`config.mk`:
```
export PLATFORM = sky130hd
export DESIGN_NAME = fiber_link_ctrl
export DESIGN_NICKNAME = d
export VERILOG_FILES = /design/src/rtl/fiber_link_pkg.sv /design/src/rtl/link_arbiter.sv /design/src/rtl/cfg_irq_unit.sv /design/src/rtl/fiber_link_ctrl.sv
export SDC_FILE = /design/constraint.sdc
export NUM_CORES = 1
export LEC_CHECK = 0
export BUFFER_PORTS_ARGS = -buffer_cell sky130_fd_sc_hd__buf_2
export CAP_MARGIN = 0
export CORE_AREA = 2 2 39 41
export DETAILED_ROUTE_END_ITERATION = 10
export DIE_AREA = 0 0 41 43
export MAX_ROUTING_LAYER = met4
export PLACE_DENSITY = 0.39
export SLEW_MARGIN = 5
export SYNTH_ARGS = -nofsm -noshare
export SYNTH_HDL_FRONTEND = slang
export SYNTH_SLANG_ARGS = --single-unit
```
`constraint.sdc`:
```
create_clock -name clk -period 1.18 [get_ports clk]
set_input_delay 0.059 -clock clk [delete_from_list [all_inputs] [get_ports clk]]
set_output_delay 0.059 -clock clk [all_outputs]
set_load 0.03 [all_outputs]
```
`src/rtl/fiber_link_pkg.sv`:
```
package fiber_link_pkg;
  localparam int SPEED_W_DEF = 2;
  localparam logic [SPEED_W_DEF-1:0] SPEED_GIG = 2'b10;

  typedef enum logic [1:0] {
    SRC_NONE   = 2'd0,
    SRC_FORCED = 2'd1,
    SRC_NEG    = 2'd2
  } link_src_e;
endpackage

```
`src/rtl/link_arbiter.sv`:
```
module link_arbiter
  import fiber_link_pkg::*;
(
  input  logic clk,
  input  logic rst,
  input  logic force_link,
  input  logic an_enable,
  input  logic los,
  input  logic rx_sync,
  input  logic an_complete,
  output logic link_q,
  output logic link_nq
);
  link_src_e src;
  logic      link_d;

  always_comb begin
    if (an_enable)       src = SRC_NEG;
    else if (force_link) src = SRC_FORCED;
    else                 src = SRC_NONE;
  end

  always_comb begin
    unique case (src)
      SRC_NEG:    link_d = an_complete & rx_sync;
      SRC_FORCED: link_d = ~los & rx_sync;
      default:    link_d = 1'b0;
    endcase
  end

  always_ff @(posedge clk) begin
    if (rst) begin
      link_q  <= 1'b0;
      link_nq <= 1'b1;
    end else begin
      link_q  <= link_d;
      link_nq <= ~link_d;
    end
  end

  AST_FORCED_DROPS: assert property (@(posedge clk) disable iff (rst)
    (!$past(an_enable) && ($past(los) || !$past(rx_sync))) |-> !link_q);
  AST_NEG_FOLLOWS_DOWN: assert property (@(posedge clk) disable iff (rst)
    ($past(an_enable) && !($past(an_complete) && $past(rx_sync))) |-> !link_q);
  AST_NEG_FOLLOWS_UP: assert property (@(posedge clk) disable iff (rst)
    (!$past(rst) && $past(an_enable) && $past(an_complete) && $past(rx_sync)) |-> link_q);
  AST_NO_SLU_NO_LINK: assert property (@(posedge clk) disable iff (rst)
    (!$past(an_enable) && !$past(force_link)) |-> !link_q);
endmodule

```
`src/rtl/cfg_irq_unit.sv`:
```
module cfg_irq_unit (
  input  logic clk,
  input  logic rst,
  input  logic cfg_rx_seen,
  input  logic cfg_cause_clr,
  input  logic cfg_irq_en,
  output logic cause_q,
  output logic irq_q
);
  logic cause_d;

  always_comb cause_d = cfg_rx_seen | (cause_q & ~cfg_cause_clr);

  always_ff @(posedge clk) begin
    if (rst) begin
      cause_q <= 1'b0;
      irq_q   <= 1'b0;
    end else begin
      cause_q <= cause_d;
      irq_q   <= cause_d & cfg_irq_en;
    end
  end

  AST_STROBE_SETS: assert property (@(posedge clk) disable iff (rst)
    (!$past(rst) && $past(cfg_rx_seen)) |-> cause_q);
  AST_CAUSE_STICKY: assert property (@(posedge clk) disable iff (rst)
    (!$past(rst) && $past(cause_q) && !$past(cfg_cause_clr)) |-> cause_q);
  AST_CLEAR_WORKS: assert property (@(posedge clk) disable iff (rst)
    ($past(cfg_cause_clr) && !$past(cfg_rx_seen)) |-> !cause_q);
  AST_IRQ_MASKED: assert property (@(posedge clk) disable iff (rst)
    !$past(cfg_irq_en) |-> !irq_q);
  AST_IRQ_NEEDS_CAUSE: assert property (@(posedge clk) disable iff (rst)
    irq_q |-> cause_q);
endmodule

```
`src/rtl/fiber_link_ctrl.sv`:
```
module fiber_link_ctrl
  import fiber_link_pkg::*;
#(
  parameter int SPEED_W = SPEED_W_DEF,
  parameter logic [SPEED_W-1:0] SPEED_VAL = SPEED_GIG
) (
  input  logic               clk,
  input  logic               rst,
  input  logic               force_link,
  input  logic               an_enable,
  input  logic               los,
  input  logic               rx_sync,
  input  logic               an_complete,
  input  logic               cfg_rx_seen,
  input  logic               cfg_cause_clr,
  input  logic               cfg_irq_en,
  output logic               link_up,
  output logic               link_n,
  output logic [SPEED_W-1:0] speed_code,
  output logic               cfg_cause,
  output logic               cfg_irq
);
  logic [SPEED_W-1:0] speed_q;

  link_arbiter u_arb (
    .clk         (clk),
    .rst         (rst),
    .force_link  (force_link),
    .an_enable   (an_enable),
    .los         (los),
    .rx_sync     (rx_sync),
    .an_complete (an_complete),
    .link_q      (link_up),
    .link_nq     (link_n)
  );

  cfg_irq_unit u_irq (
    .clk           (clk),
    .rst           (rst),
    .cfg_rx_seen   (cfg_rx_seen),
    .cfg_cause_clr (cfg_cause_clr),
    .cfg_irq_en    (cfg_irq_en),
    .cause_q       (cfg_cause),
    .irq_q         (cfg_irq)
  );

  always_ff @(posedge clk) begin
    speed_q <= SPEED_VAL;
  end
  assign speed_code = speed_q;

  AST_LINK_N_COMPLEMENT: assert property (@(posedge clk) disable iff (rst)
    link_n == !link_up);
endmodule

```
Word level (Yosys, flattened, before mapping)
Index checks and enable logic that the tools add are counted.
{"block": "totals", "reg_bits": 4, "latchBits": 0, "mem_bits_rw": 0, "rom_bits": 0, "wordCells": 17, "mem_count": 0}
{"block": "op_classes", "addsub": 0, "mul": 0, "n_div": 0, "order_cmp": 0, "n_eq_ne": 2, "shifts": 0, "n_mux": 3, "n_bitwise": 8, "n_reduce_logical": 0}
{"operator": "1-bit bitwise AND", "n": 4}
{"operator": "1-bit NOT", "n": 3}
{"operator": "2-bit by 1-bit equality test with 1-bit output, second input constant", "n": 1}
{"operator": "2-bit equality test, second input constant", "n": 1}
{"operator": "2-bit 2-to-1 mux", "n": 1}
{"operator": "1-bit one-hot mux with 2 select lines", "n": 1}
{"operator": "1-bit 2-to-1 mux", "n": 1}
{"operator": "1-bit OR", "n": 1}

Logic depth before layout (Yosys ltp)
{"block": "logic_depth", "word_depth": 5, "depth_mapped": 2}

By module
A second synthesis with hierarchy kept.
{"block": "unflattened", "hier_cells": 18, "hier_area_um2": 168.9}
{"module": "cfg_irq_unit", "instances": 1, "cells_per_inst": 7, "area_each_um2": 73.8, "seq_area_each_um2": 40.0}
{"module": "link_arbiter", "instances": 1, "cells_per_inst": 7, "area_each_um2": 72.6, "seq_area_each_um2": 40.0}
{"module": "fiber_link_ctrl", "instances": 1, "cells_per_inst": 4, "area_each_um2": 22.5, "seq_area_each_um2": 0.0}

Worst setup path before layout
OpenSTA, ideal clock, no wires.
{"block": "synth_timing", "path_kind": "reg2reg", "startpoint": "register u_irq.cause_q", "endpoint": "register u_irq.irq_q", "setup_time_ps": 86, "arrival_time_ps": 795, "slack_ps": 300, "path_stages_with_launch": 3, "period_less_slack_ps": 880, "path_cell_list": "dfxtp_1 -> nand2b_1 -> a211oi_1"}
{"block": "synth_via", "elab_chain_cells": 3}
{"element": "start: declaration", "line": "cfg_irq_unit.sv:7", "text": "output logic cause_q,"}
{"element": "start signal: assignment", "line": "cfg_irq_unit.sv:19", "text": "cause_q <= cause_d;"}
{"element": "1-bit bitwise AND", "line": "cfg_irq_unit.sv:12", "text": "always_comb cause_d = cfg_rx_seen | (cause_q & ~cfg_cause_clr);"}
{"element": "1-bit OR", "line": "cfg_irq_unit.sv:12"}
{"element": "1-bit bitwise AND", "line": "cfg_irq_unit.sv:20", "text": "irq_q <= cause_d & cfg_irq_en;"}
{"element": "end signal: assignment", "line": "cfg_irq_unit.sv:20"}
{"element": "end: declaration", "line": "cfg_irq_unit.sv:8", "text": "output logic irq_q"}
Every way passes these cells.
A chain may end at the register's enable or synchronous reset.

Final worst setup path
{"block": "layout_timing", "startpoint": "register u_irq.cause_q", "endpoint": "output cfg_cause"}
{"element": "end: declaration", "line": "fiber_link_ctrl.sv:20", "text": "output logic cfg_cause,"}
No word-level cell between the ends.

==> metrics.md <==
| Metric | Value |
|---|---|
| Layout cells sized above 1 | 0.500 |
| CP required | approximately 1.1 ns |
| Global route overflow | 0 |
| Post-Synth XOR/XNOR Area | 0 |
| Hold Violations, Final | 0 |
| Hold Path Class | in2reg |
| Leakage power | 0.134 nW |
| GRT Overall Usage | 0.0452 |
| Peak VDD IR | between 0.15 and 0.2 mV |
| Top Metal Used | met3 |
| R2R setup slack | 0.46 ns |
| Period utilisation layout | 0.676 |
| CP Class | reg2out |
| Vias in the first global route | between 100 and 150 |
| Final core utilization | 0.184 |
| Post-Synth Simple-Gate Area | 0.116 |
| Sw Pwr | 0.0853 mW |
| Compound-Gate Fraction of Synth Area | 0.178 |
| TritonCTS Buffers | 3 |
| WL met3 | 38 µm |
| Metal2 WL | approximately 180 µm |
| Adder-cell area share of the yosys netlist | 0 |
| CP top delay family | flip-flops |
| Post-cts gate resize count | 0 |
| CP Launch Type | flip-flop |
| Sequential Power Share | 0.400 |
| Sequential share of the synthesized area | 0.496 |
| Port Buffers | 13 |
| Routed WL | 350 µm |
| Vias per cell | about 3.3 |
| Arr. time, crit path | 0.74 ns |
| CTS Hold Bufs | 0 |
| Top cells by area, synth | dfxtp_1, a211oi_1, buf_4 |
| Element type at the critical path end | output port |
| Mux share of post-synthesis cell area | 0 |
| Wire length on met1 | 127 µm |
| Fin. max-slew vios | 0 |
| Postcts setup bufs | 0 |
| Commonest non-fill, non-tap cell in the layout | buf_2 |
| Status | complete, no violations |
| Largest net degree at the start of global routing | 5 |
| Die height | around 43 µm |
| Via count | between 150 and 200 |
| Number of routed nets with antenna violations | 0 |
| Worst-case clock buffer depth | 2 |
| Area of the core | 1380 µm² |
| H-tree levels | 1 |
| Worst skew pair latency | about 0.23 ns |
| Critical path fanouts, max | 2 |
| Switch share | 0.236 |
| Combinational share of power | 0.150 |
| Synth Instances | 18 |
| Wire per inst | approximately 7.3 µm |
| Die extent in x | 41 µm |
| Crit-path slowest cell | dfxtp_1 |
| Max_cap viols | 0 |
| GPL Wtd Cong | 0.524 |
| Total iterations of the first detailed-routing run | 3 |
| Max Clk Rate | roughly 1300 MHz |
| Setup Total Neg Slack | 0 ns |
| Largest family of logic cells by synthesized area | compound AO/OA/AOI/OAI gates |
| CTS tree | yes |
| Drt first-iter violations | 4 |
| Clk slew on worst S/H paths | ~0.030 ns |
| Synth top area share | 0.496 |
| Clock power share | 0.450 |
| Area Growth Syn to Fin | 57.4% |
| Drt drc | 0 |
| Final setup violation count | 0 |
| Power Internal | approximately 0.28 mW |
| Diodes inserted | 0 |
| Register bit total from synthesis | 4 |
| Worst stage delay on the critical path | 0.32 ns |
| RSZ-0062 raised after global routing | no |
| First-pass GRT wire length | 414 µm |
| I/O pin count | 16 |
| PD cells | 1420 nW/µm² |
| Syn avg cell area | roughly 9 µm² |
| Syn_nets | 28 |
| Row count | 14 |
| Hold_ws | 0.0367 ns |
| Skew final | just over 0.0009 ns |
| Die area | ~1800 µm² |
| Cell taking the most area after synthesis | dfxtp_1 |
| Starting density of the core | 0.117 |
| Post-layout minimum cycle time | 0.797 ns |
| Clk sinks | 4 |
| Syn Std Cell Area | 161 µm² |
| Buf+Inv Stages, Crit Path | 1 |
| CP Cell Sequence | buf_2 |
| Final #Nets | 44 |
| Synth warn | 0 |
| Clock Tree Root | clkbuf_4 |
| Unique masters post-synth | 10 |
| Initial antenna violation count | 0 |
| Most frequent cells in the layout | buf_2, dfxtp_1, inv_1, clkbuf_4 |
-- metal layers --
layer,global-route usage,vias to the layer above
met2,0.0531,7
met4,0.100,0
met5,-,-
met3,0.0157,0
met1,0.0288,69
li1,-,82
-- per-stage QoR --
| step | instance area (µm²) | cells | power, mW | setup WS [ns] |
|---|---|---|---|---|
| 6_report | 254 | 48 | 0.361 | 0.383 |
| 5_1_grt | 254 | 48 | 0.392 | 0.337 |
| 4_1_cts | 254 | 48 | 0.374 | 0.365 |
| 3_5_place_dp | 231 | 45 | 0.201 | 0.227 |
| 3_3_place_gp | 231 | 45 | 0.201 | 0.234 |
| 2_1_floorplan | 161 | 18 | 0.183 | 0.300 |
-- power by group through the flow --
stage | sequential (mW) | combinational [mW] | clock [mW]
2_1_floorplan | 0.160 | 0.0236 | 0
3_3_place_gp | 0.146 | 0.0548 | 0
3_5_place_dp | 0.147 | 0.0547 | 0
4_1_cts | 0.145 | 0.0549 | 0.175
5_1_grt | 0.145 | 0.0595 | 0.188
6_report | 0.145 | 0.0542 | 0.162
-- final timing paths --
kind         cells past startpoint             to     startpoint
min reg2reg                      2  u_irq.cause_q  u_irq.cause_q
max                              1      cfg_cause  u_irq.cause_q
max reg2reg                      2    u_irq.irq_q  u_irq.cause_q
min                              2  u_irq.cause_q            rst
-- state kept, by name, indices dropped and copies added, names as in the netlist --
name	cells
u_irq.cause_q	1
u_irq.irq_q	1
u_arb.link_nq	1
u_arb.link_q	1
-- kinds of logic (layout without fill, tap and decap cells) --
kind of cell,Yosys count,count (layout)
other,2,2
DFF,4,4
AOI/OAI and AO/OA,4,4
buffers and inverters,5,19
and+or+nand+nor,3,3
-- area by class of cell --
class	count	area, µm²
clock buffers	3	22.5
fillers	164	1130
inverters	3	11.3
multi-input cells	9	55.1
flip-flops and latches	4	80.1
well taps	16	20.0
repair buffers	13	65.1
-- synthesized netlist by cell type (all sizes together) --
master  n
a21oi   1
buf     2
conb    2
dfxtp   4
nand2b  1
or3b    1
inv     3
nand2   1
a211o   1
a211oi  2
Note: power is estimated with default switching activity, not from simulation.
